**src/rtl/trace_pkt_pkg.sv**
```systemverilog
package trace_pkt_pkg;
  localparam int HDR_PORT_W = 5;
  localparam int PKT_MAXB   = 8;
  localparam logic [7:0] OVF_MARK = 8'h70;

  typedef enum logic [1:0] {
    SZ_NONE = 2'b00,
    SZ_BYTE = 2'b01,
    SZ_HALF = 2'b10,
    SZ_WORD = 2'b11
  } wsize_e;
endpackage

```
**src/rtl/trace_pkt_build.sv**
```systemverilog
module trace_pkt_build
  import trace_pkt_pkg::*;
#(
  parameter int PORT_W = 5
) (
  input  logic [PORT_W-1:0]     port,
  input  logic [1:0]            size,
  input  logic [31:0]           data,
  input  logic                  ovf_ins,
  output logic [PKT_MAXB*8-1:0] pkt,
  output logic [3:0]            nbytes
);
  logic [2:0]            len;
  logic [7:0]            hdr;
  logic [PKT_MAXB*8-1:0] body;

  always_comb begin
    unique case (wsize_e'(size))
      SZ_BYTE: len = 3'd1;
      SZ_HALF: len = 3'd2;
      SZ_WORD: len = 3'd4;
      default: len = 3'd0;
    endcase
    hdr  = {HDR_PORT_W'(port), 1'b0, size};
    body = '0;
    body[7:0] = hdr;
    for (int k = 0; k < 4; k++) begin
      if (3'(k) < len) body[8 + 8*k +: 8] = data[8*k +: 8];
    end
    if (ovf_ins) pkt = {body[PKT_MAXB*8-9:0], OVF_MARK};
    else         pkt = body;
    if (len == 3'd0) nbytes = 4'd0;
    else             nbytes = 4'(len) + 4'd1 + 4'(ovf_ins);
  end
endmodule

```
**src/rtl/trace_byte_fifo.sv**
```systemverilog
module trace_byte_fifo
  import trace_pkt_pkg::*;
#(
  parameter int DEPTH = 16
) (
  input  logic                  clk,
  input  logic                  rst_n,
  input  logic                  push,
  input  logic [3:0]            push_n,
  input  logic [PKT_MAXB*8-1:0] push_bytes,
  input  logic                  out_ready,
  output logic                  out_valid,
  output logic [7:0]            out_data,
  output logic [$clog2(DEPTH+1)-1:0] level
);
  localparam int AW = $clog2(DEPTH);
  localparam int CW = $clog2(DEPTH+1);

  logic [7:0]    mem [DEPTH];
  logic [AW-1:0] wptr, wptr_n, rptr, rptr_n;
  logic [CW-1:0] cnt, cnt_n;
  logic          pop;

  assign out_valid = (cnt != '0);
  assign out_data  = mem[rptr];
  assign pop       = out_valid & out_ready;
  assign level     = cnt;

  always_comb begin
    wptr_n = wptr;
    rptr_n = rptr;
    cnt_n  = cnt;
    if (push) wptr_n = wptr + AW'(push_n);
    if (pop)  rptr_n = rptr + AW'(1);
    cnt_n = cnt + (push ? CW'(push_n) : '0) - CW'(pop);
  end

  always_ff @(posedge clk or negedge rst_n) begin
    if (!rst_n) begin
      wptr <= '0;
      rptr <= '0;
      cnt  <= '0;
    end else begin
      wptr <= wptr_n;
      rptr <= rptr_n;
      cnt  <= cnt_n;
    end
  end

  for (genvar e = 0; e < DEPTH; e++) begin : g_entry
    logic [AW-1:0] off;
    logic          we;
    assign off = AW'(e) - wptr;
    assign we  = push && ({1'b0, off} < (AW+1)'(push_n));
    always_ff @(posedge clk) begin
      if (we) mem[e] <= push_bytes[8*off[2:0] +: 8];
    end
  end

  p_level_bound_r7: assert property (@(posedge clk) disable iff (!rst_n)
    cnt <= CW'(DEPTH));
  p_push_fits_r7: assert property (@(posedge clk) disable iff (!rst_n)
    push |-> (CW'(push_n) <= CW'(DEPTH) - cnt));
  p_hold_r8: assert property (@(posedge clk) disable iff (!rst_n)
    (out_valid && !out_ready) |=> (out_valid && $stable(out_data)));
endmodule

```
**src/rtl/trace_pkt_enc.sv**
```systemverilog
module trace_pkt_enc
  import trace_pkt_pkg::*;
#(
  parameter int NPORTS     = 32,
  parameter int FIFO_DEPTH = 16
) (
  input  logic                      clk,
  input  logic                      rst_n,
  input  logic                      trace_en,
  input  logic                      unit_en,
  input  logic [NPORTS-1:0]         port_en_mask,
  input  logic                      wr_valid,
  input  logic [$clog2(NPORTS)-1:0] wr_port,
  input  logic [1:0]                wr_size,
  input  logic [31:0]               wr_data,
  output logic [NPORTS-1:0]         stim_ready,
  output logic                      out_valid,
  output logic [7:0]                out_data,
  input  logic                      out_ready
);
  localparam int PORT_W = $clog2(NPORTS);
  localparam int CW     = $clog2(FIFO_DEPTH+1);
  localparam int WORST  = 5;

  logic                  gate, wr_live, fits, accept, lost;
  logic                  ovf_pend, ovf_pend_n;
  logic [PKT_MAXB*8-1:0] pkt;
  logic [3:0]            pkt_n;
  logic [CW-1:0]         level, free;

  trace_pkt_build #(.PORT_W(PORT_W)) u_build (
    .port   (wr_port),
    .size   (wr_size),
    .data   (wr_data),
    .ovf_ins(ovf_pend),
    .pkt    (pkt),
    .nbytes (pkt_n)
  );

  trace_byte_fifo #(.DEPTH(FIFO_DEPTH)) u_fifo (
    .clk       (clk),
    .rst_n     (rst_n),
    .push      (accept),
    .push_n    (pkt_n),
    .push_bytes(pkt),
    .out_ready (out_ready),
    .out_valid (out_valid),
    .out_data  (out_data),
    .level     (level)
  );

  assign gate    = trace_en & unit_en;
  assign free    = CW'(FIFO_DEPTH) - level;
  assign wr_live = wr_valid & gate & port_en_mask[wr_port] & (wr_size != SZ_NONE);
  assign fits    = (free >= CW'(pkt_n));
  assign accept  = wr_live & fits;
  assign lost    = wr_live & ~fits;

  always_comb begin
    ovf_pend_n = ovf_pend;
    if (lost)        ovf_pend_n = 1'b1;
    else if (accept) ovf_pend_n = 1'b0;
  end

  always_ff @(posedge clk or negedge rst_n) begin
    if (!rst_n) ovf_pend <= 1'b0;
    else        ovf_pend <= ovf_pend_n;
  end

  for (genvar i = 0; i < NPORTS; i++) begin : g_rdy
    assign stim_ready[i] = gate & port_en_mask[i] &
                           (free >= CW'(WORST) + CW'(ovf_pend));
  end

  p_disabled_r3: assert property (@(posedge clk) disable iff (!rst_n)
    (wr_valid && !port_en_mask[wr_port]) |-> !accept);
  p_gated_r4: assert property (@(posedge clk) disable iff (!rst_n)
    !(trace_en && unit_en) |-> (!accept && !lost));
  p_lost_flag_r6: assert property (@(posedge clk) disable iff (!rst_n)
    lost |=> ovf_pend);
  p_ovf_lead_r6: assert property (@(posedge clk) disable iff (!rst_n)
    (accept && ovf_pend) |-> (pkt[7:0] == OVF_MARK));
  p_nosize_r9: assert property (@(posedge clk) disable iff (!rst_n)
    (wr_size == SZ_NONE) |-> (pkt_n == 4'd0 && !accept));
endmodule

```
**config.mk**
```make
export PLATFORM = sky130hd
export DESIGN_NAME = trace_pkt_enc
export DESIGN_NICKNAME = d
export VERILOG_FILES = /design/src/rtl/trace_pkt_pkg.sv /design/src/rtl/trace_pkt_build.sv /design/src/rtl/trace_byte_fifo.sv /design/src/rtl/trace_pkt_enc.sv
export SDC_FILE = /design/constraint.sdc
export NUM_CORES = 1
export LEC_CHECK = 0
export ABC_AREA = 1
export BUFFER_PORTS_ARGS = -buffer_cell sky130_fd_sc_hd__buf_2
export CORE_MARGIN = 2
export CORE_UTILIZATION = 54
export DETAILED_ROUTE_END_ITERATION = 7
export HOLD_SLACK_MARGIN = 0.15
export PLACE_DENSITY = 0.78
export SLEW_MARGIN = 5
export SYNTH_ARGS = -nofsm -noshare
export SYNTH_HDL_FRONTEND = slang
export SYNTH_SLANG_ARGS = --single-unit
```
**constraint.sdc**
```tcl
create_clock -name clk -period 3.5 [get_ports clk]
set_clock_uncertainty 0.1 [all_clocks]
set_input_delay 0.525 -clock clk [delete_from_list [all_inputs] [get_ports clk]]
set_output_delay 0.525 -clock clk [all_outputs]
set_load 0.01 [all_outputs]
```
## Word level (Yosys, flattened, before mapping)

Memories as Yosys holds them, arrays and structs flattened.
Index checks and enable logic that the tools add are counted.

- Register bits: 14
- Memory bits (writable): 128
- Bits of input ports: 77
- Logic and storage cells: 231
- Memories kept: 1

- Add/sub/neg operators: 24
- Magnitude comparators: 23
- Equality and inequality tests: 3
- Shift-type cells: 16
- Muxes and demuxes: 62
- Bitwise operators: 72
- Reduce and logical (&&, ||, !) cells: 26

Memory list:

| name | depth | bits a word | rd ports | clocked after memory_dff | write ports | line | RTL |
|---|---|---|---|---|---|---|---|
| u_fifo.mem | 16 | 8 | 1 | 0 | 10 | trace_byte_fifo.sv:19 | `logic [7:0] mem [DEPTH];` |

Operator list:

| cell | count |
|---|---|
| 64-bit by 7-bit variable part select with 8-bit output | 16 |
| 8-bit two-way mux | 10 |
| 1-bit AND | 71 |
| 4-bit less-than comparator | 16 |
| 48-bit two-way mux | 1 |
| 8-bit OR reduction | 6 |
| 1-bit two-way mux | 41 |
| 4-bit two-way mux | 8 |
| 4-bit subtractor (first input constant) | 8 |
| 1-bit logical AND | 16 |
| 3-bit by 4-bit subtractor with 4-bit output (first input constant) | 4 |
| 5-bit by 4-bit greater-or-equal comparator with 1-bit output | 2 |
| 3-bit case mux with 3 select lines | 1 |
| 1-bit by 4-bit subtractor with 4-bit output (first input constant) | 2 |
| 2-bit by 4-bit subtractor with 4-bit output (first input constant) | 2 |
| 1-bit by 3-bit less-than comparator with 1-bit output (first input constant) | 2 |
| 2-bit by 3-bit less-than comparator with 1-bit output (first input constant) | 2 |
| 5-bit by 6-bit less-than comparator with 1-bit output (second input constant) | 1 |
| 5-bit adder | 1 |
| 1-bit binary-select mux with 5-bit select | 1 |
| 5-bit nonzero test | 1 |
| 5-bit by 1-bit subtractor with 5-bit output | 1 |
| 5-bit subtractor (first input constant) | 1 |
| 3-bit by 1-bit adder with 4-bit output (first input constant) | 1 |
| other kinds (9) | 11 |

## Logic depth before layout (Yosys ltp)

- Depth after elaboration: 12
- Depth in mapped cells: 23
- Depth with buffers taken out: 21

## Modules after synthesis

A second synthesis with hierarchy kept.

- Cell total of the unflattened synthesis: 1632
- Area, all modules: 11283.3 µm²

Modules (own cells, without submodules):

| module | instances | cells each | area an instance (µm²) |
|---|---|---|---|
| trace_byte_fifo | 1 | 1260 | 9394.0 |
| trace_pkt_enc | 1 | 187 | 947.2 |
| trace_pkt_build | 1 | 185 | 942.2 |

## Least setup slack after synthesis

Ideal clock, no wire load.

- Path type: reg-to-reg
- Start point: register ovf_pend
- End point: register u_fifo.cnt[4] (netlist: u_fifo.level[4])
- Library setup time: 0.079 ns
- Data arrival time: 3.556 ns
- Required time: 3.321 ns
- Path slack: -0.235 ns
- Stages on the path, launching flop included: 21
- Buffers on the path: 2
- Period minus slack after synthesis: 3.735 ns
- Path through: dfrtp_1 -> inv_2 -> clkbuf_1 -> ha_1 -> inv_1 -> ha_1 -> nand2_1 -> ha_1 -> a21boi_0 -> o21ai_0 -> nand2_1 -> nand2_1 -> nand2_1 -> nand4_4 -> buf_6 -> nor2_2 -> ha_1 -> inv_1 -> fa_1 -> o21ai_0 -> xor2_1

- Word-level cells in the longest chain between the ends: 7

RTL lines:

| element | line | RTL |
|---|---|---|
| start, declared | trace_pkt_enc.sv:26 | `logic ovf_pend, ovf_pend_n;` |
| start signal, assigned | trace_pkt_enc.sv:67 | `else ovf_pend <= ovf_pend_n;` |
| 4-bit by 1-bit adder with 4-bit output * | trace_pkt_build.sv:33 | `else nbytes = 4'(len) + 4'd1 + 4'(ovf_ins);` |
| 4-bit two-way mux * | trace_pkt_build.sv:32 | `if (len == 3'd0) nbytes = 4'd0;` |
| 5-bit by 4-bit greater-or-equal comparator with 1-bit output | trace_pkt_enc.sv:55 | `assign fits = (free >= CW'(pkt_n));` |
| 1-bit AND | trace_pkt_enc.sv:56 | `assign accept = wr_live & fits;` |
| 4-bit two-way mux * | trace_byte_fifo.sv:35 | `cnt_n = cnt + (push ? CW'(push_n) : '0) - CW'(pop);` |
| 5-bit adder * | trace_byte_fifo.sv:35 |  |
| 5-bit by 1-bit subtractor with 5-bit output * | trace_byte_fifo.sv:35 |  |
| named net u_fifo.cnt_n[4] | trace_byte_fifo.sv:21 | `logic [CW-1:0] cnt, cnt_n;` |
| end signal, assigned | trace_byte_fifo.sv:46 | `cnt <= cnt_n;` |
| end, declared | trace_byte_fifo.sv:21 |  |

The timed path passes the listed nets; every way through them passes the cells marked *.
A chain may end at the register's enable or synchronous reset.

## Worst setup path after layout

- Start point: register ovf_pend
- End point: output port stim_ready[6]

- Word-level cells in the longest chain between the ends: 3

RTL lines:

| element | line | RTL |
|---|---|---|
| 3-bit by 1-bit adder with 4-bit output | trace_pkt_enc.sv:72 | `(free >= CW'(WORST) + CW'(ovf_pend));` |
| 5-bit by 4-bit greater-or-equal comparator with 1-bit output | trace_pkt_enc.sv:72 |  |
| 1-bit AND | trace_pkt_enc.sv:71 | `assign stim_ready[i] = gate & port_en_mask[i] &` |
| end, declared | trace_pkt_enc.sv:16 | `output logic [NPORTS-1:0] stim_ready,` |

Every way passes these cells.

==> results.json <==
{
  "synthesis.area_mm2": 0.00990,
  "multi_input_area_mm2": 0.00506,
  "place_inst": 1575,
  "grt.overflow.total": 0,
  "cp.arrival_ps": 2650,
  "routed_wl_mm": 28.5,
  "finalCriticalPeriod_ps": 3280,
  "cts.path.max_buffers": 2,
  "ys_seq_area_share_pct": 42.4,
  "place_ws_ps": -6.14,
  "io_pins": 118,
  "critPathLaunch": "ovf_pend",
  "vias_per_cell": 5.71,
  "min_path_type": "in2reg",
  "hold_viol_final": 0,
  "crit_end": "stim_ready[6]",
  "grtUsageMet3_pct": 5.30,
  "initial_utilization_pct": 55.1,
  "reg2reg_depth": 16,
  "p_switching_w": 0.00554,
  "dp_hpwl_mm": 21.4,
  "seqCellArea_mm2": 0.00419,
  "swShare_pct": 50.2,
  "reg2reg_slack_ps": 300,
  "end_kind": "output port",
  "nFillCells": 1526,
  "p_seq_share_pct": 23.9,
  "dieArea_mm2": 0.0194,
  "antenna_cells": 0,
  "worstMarginPinSlew_ps": 642,
  "crit_fanout": 45,
  "layout_setup_ws_ps": 222,
  "start_kind": "register",
  "antenna_found_initial": 0,
  "grt-busiest-layer": "met2",
  "grt_pass1_wl_mm": 45.0,
  "period_share_pct": 93.7,
  "holdWs_ps": 408,
  "wl_per_cell_um": 17.7,
  "drt_pass1_iterations": 8,
  "clock-root-buffer": "clkbuf_16",
  "maxCapViolCount": 0,
  "drt_iter0_drc": 987,
  "die_x_um": 139,
  "required_ps": 2870,
  "setup.worst_path.class": "reg2out",
  "total_power_w": 0.0110,
  "grt_pass1_vias": 8488,
  "rsz0062_at_grt": "no",
  "use_met2_pct": 48.4,
  "power_leakage_nw": 5.02,
  "areaGrowthSynthToFinish_pct": 15.0,
  "grt_usage_pct": 29.7,
  "r2r-start": "ovf_pend",
  "cts_sinks": 142,
  "synth_cell_type_count": 38,
  "p_comb_share_pct": 60.2,
  "path_clk_slew_ps": 70,
  "clock_power_share_pct": 16.0,
  "drc": 0,
  "antenna_left": 0,
  "die_h_um": 139,
  "clock_latency_ps": 430,
  "htreeDepth": 4,
  "use_met1_pct": 39.1,
  "setup_viol": 0,
  "coreArea_mm2": 0.0180,
  "r2r_end": "u_fifo.level[4]",
  "slew_headroom_pct": 57.2,
  "outcome": "finished, final reports clean",
  "layout.nets": 1503,
  "power.density_mw_per_mm2": 970,
  "maxSlewViolCount": 0,
  "synthCells": 1247,
  "port_buffers": 117,
  "std_cell_rows": 49,
  "fin_util_pct": 63.4,
  "cts_buffers": 17,
  "grt_max_degree": 66,
  "tritoncts": "built",
  "drive_gt1_share_pct": 16.9,
  "fin_cells": 1608,
  "ys_ff_latch": 142,
  "internal_power_w": 0.00550,
  "ir_worst_vdd_mv": 0.816,
  "globalplace.congestion": 0.953,
  "max_freq_mhz": 305,
  "ys_warn_count": 0,
  "avgSynthCellArea_um2": 7.94,
  "vias": 9175
}
-- per-layer routing --
layer  wire [um]  up-vias
li1            -     4433
met1       11500     4192
met2       13300      477
met3        2450       73
met4        1250        0
met5           0        -
-- registers in the layout (all words and copies together) (netlist names) --
signal        cells
u_fifo.level      5
u_fifo.rptr       4
u_fifo.mem      128
u_fifo.wptr       4
ovf_pend          1
-- cells in the mapped netlist, drive strengths merged --
| master | count | area, um2 |
|---|---|---|
| ha | 56 | 701 |
| nand3b | 1 | 20.0 |
| xnor2 | 5 | 43.8 |
| o21bai | 16 | 120 |
| o22ai | 41 | 257 |
| inv | 85 | 319 |
| o211ai | 2 | 15.0 |
| dfrtp | 14 | 350 |
| clkbuf | 40 | 150 |
| a31oi | 9 | 56.3 |
| a21oi | 14 | 70.1 |
| a21boi | 1 | 7.51 |
| a22oi | 1 | 7.51 |
| conb | 1 | 3.75 |
| xor2 | 11 | 96.3 |
| o21a | 2 | 15.0 |
| nor3b | 32 | 240 |
| nand4 | 2 | 27.5 |
| a211oi | 1 | 12.5 |
| o21ai | 190 | 951 |
| fa | 4 | 80.1 |
| buf | 38 | 241 |
| nand2 | 334 | 1280 |
| edfxtp | 128 | 3840 |
| mux2i | 4 | 40.0 |
| nor2 | 150 | 622 |
| nand3 | 65 | 330 |
-- worst min path at each step --
stage / start / to / slack, ps / cells after the start
final: out_ready / u_fifo.rptr[0] / 410 / 3
after global routing: out_ready / u_fifo.rptr[0] / 390 / 3
after CTS: out_ready / u_fifo.rptr[0] / 380 / 3
after detailed placement: rst_n / u_fifo.level[2] / 380 / 1
after global placement: rst_n / u_fifo.level[2] / 380 / 1
after floorplan: rst_n / ovf_pend / 130 / 0
-- power by group through the flow --
stage | combinational, W | clock (W) | sequential (W)
after floorplan | 0.00444 | 0 | 0.00261
after global placement | 0.00626 | 0 | 0.00266
after detailed placement | 0.00645 | 0 | 0.00266
after CTS | 0.00648 | 0.00177 | 0.00263
after global routing | 0.00735 | 0.00184 | 0.00265
final | 0.00664 | 0.00176 | 0.00263
-- stage by stage --
stage	setup TNS (ps)	instance area (um2)
after floorplan	0	9960
after global placement	0	10800
after detailed placement	-6.14	10800
after CTS	0	11400
after global routing	0	11400
final	0	11400
-- cells by family (layout without fill, tap and decap cells) --
logic type,Yosys count,after routing,share of synthesized area (%)
fa+ha+maj,60,60,7.89
compound gates,277,277,15.3
mux,4,4,0.405
xor+xnor,16,16,1.42
flops,142,142,42.4
buf+inv,163,280,7.18
other cells,1,16,0.0379
simple gates,584,584,25.4
-- critical path: stages, from the launching register on --
cell	delay, ps
dfrtp_1	390
inv_2	70
buf_4	360
ha_1	300
o21ai_0	170
nand2_1	120
a211oi_4	230
buf_4	330
nor3b_1	100
buf_2	150
-- area by class of cell --
class	instances	share of cell area, %
Tap cell	229	2.52
Clock inverter	13	1.23
Clock buffer	19	3.80
Sequential cell	142	36.8
Inverter	85	2.80
Timing Repair Buffer	163	8.31
Multi-Input combinational cell	957	44.5
-- cell usage in the layout (no fill, tap or decap), types with 35 or more instances in the layout --
cell type / n
nand2_1: 323
o21ai_0: 155
nor2_1: 131
edfxtp_1: 128
buf_2: 117
inv_1: 76
nand3_1: 64
ha_1: 56
buf_4: 44
o22ai_1: 41
o21ai_1: 35
-- repair_timing --
item / 4_1_cts / 5_1_grt
setup endpoints to repair: 0 / 1
resized for setup: 0 / 1
setup buffers: 0 / 0
hold endpoints to repair: 14 / 0
hold buffers: 1 / 0
No activity file was read; power rests on OpenSTA's default activity.
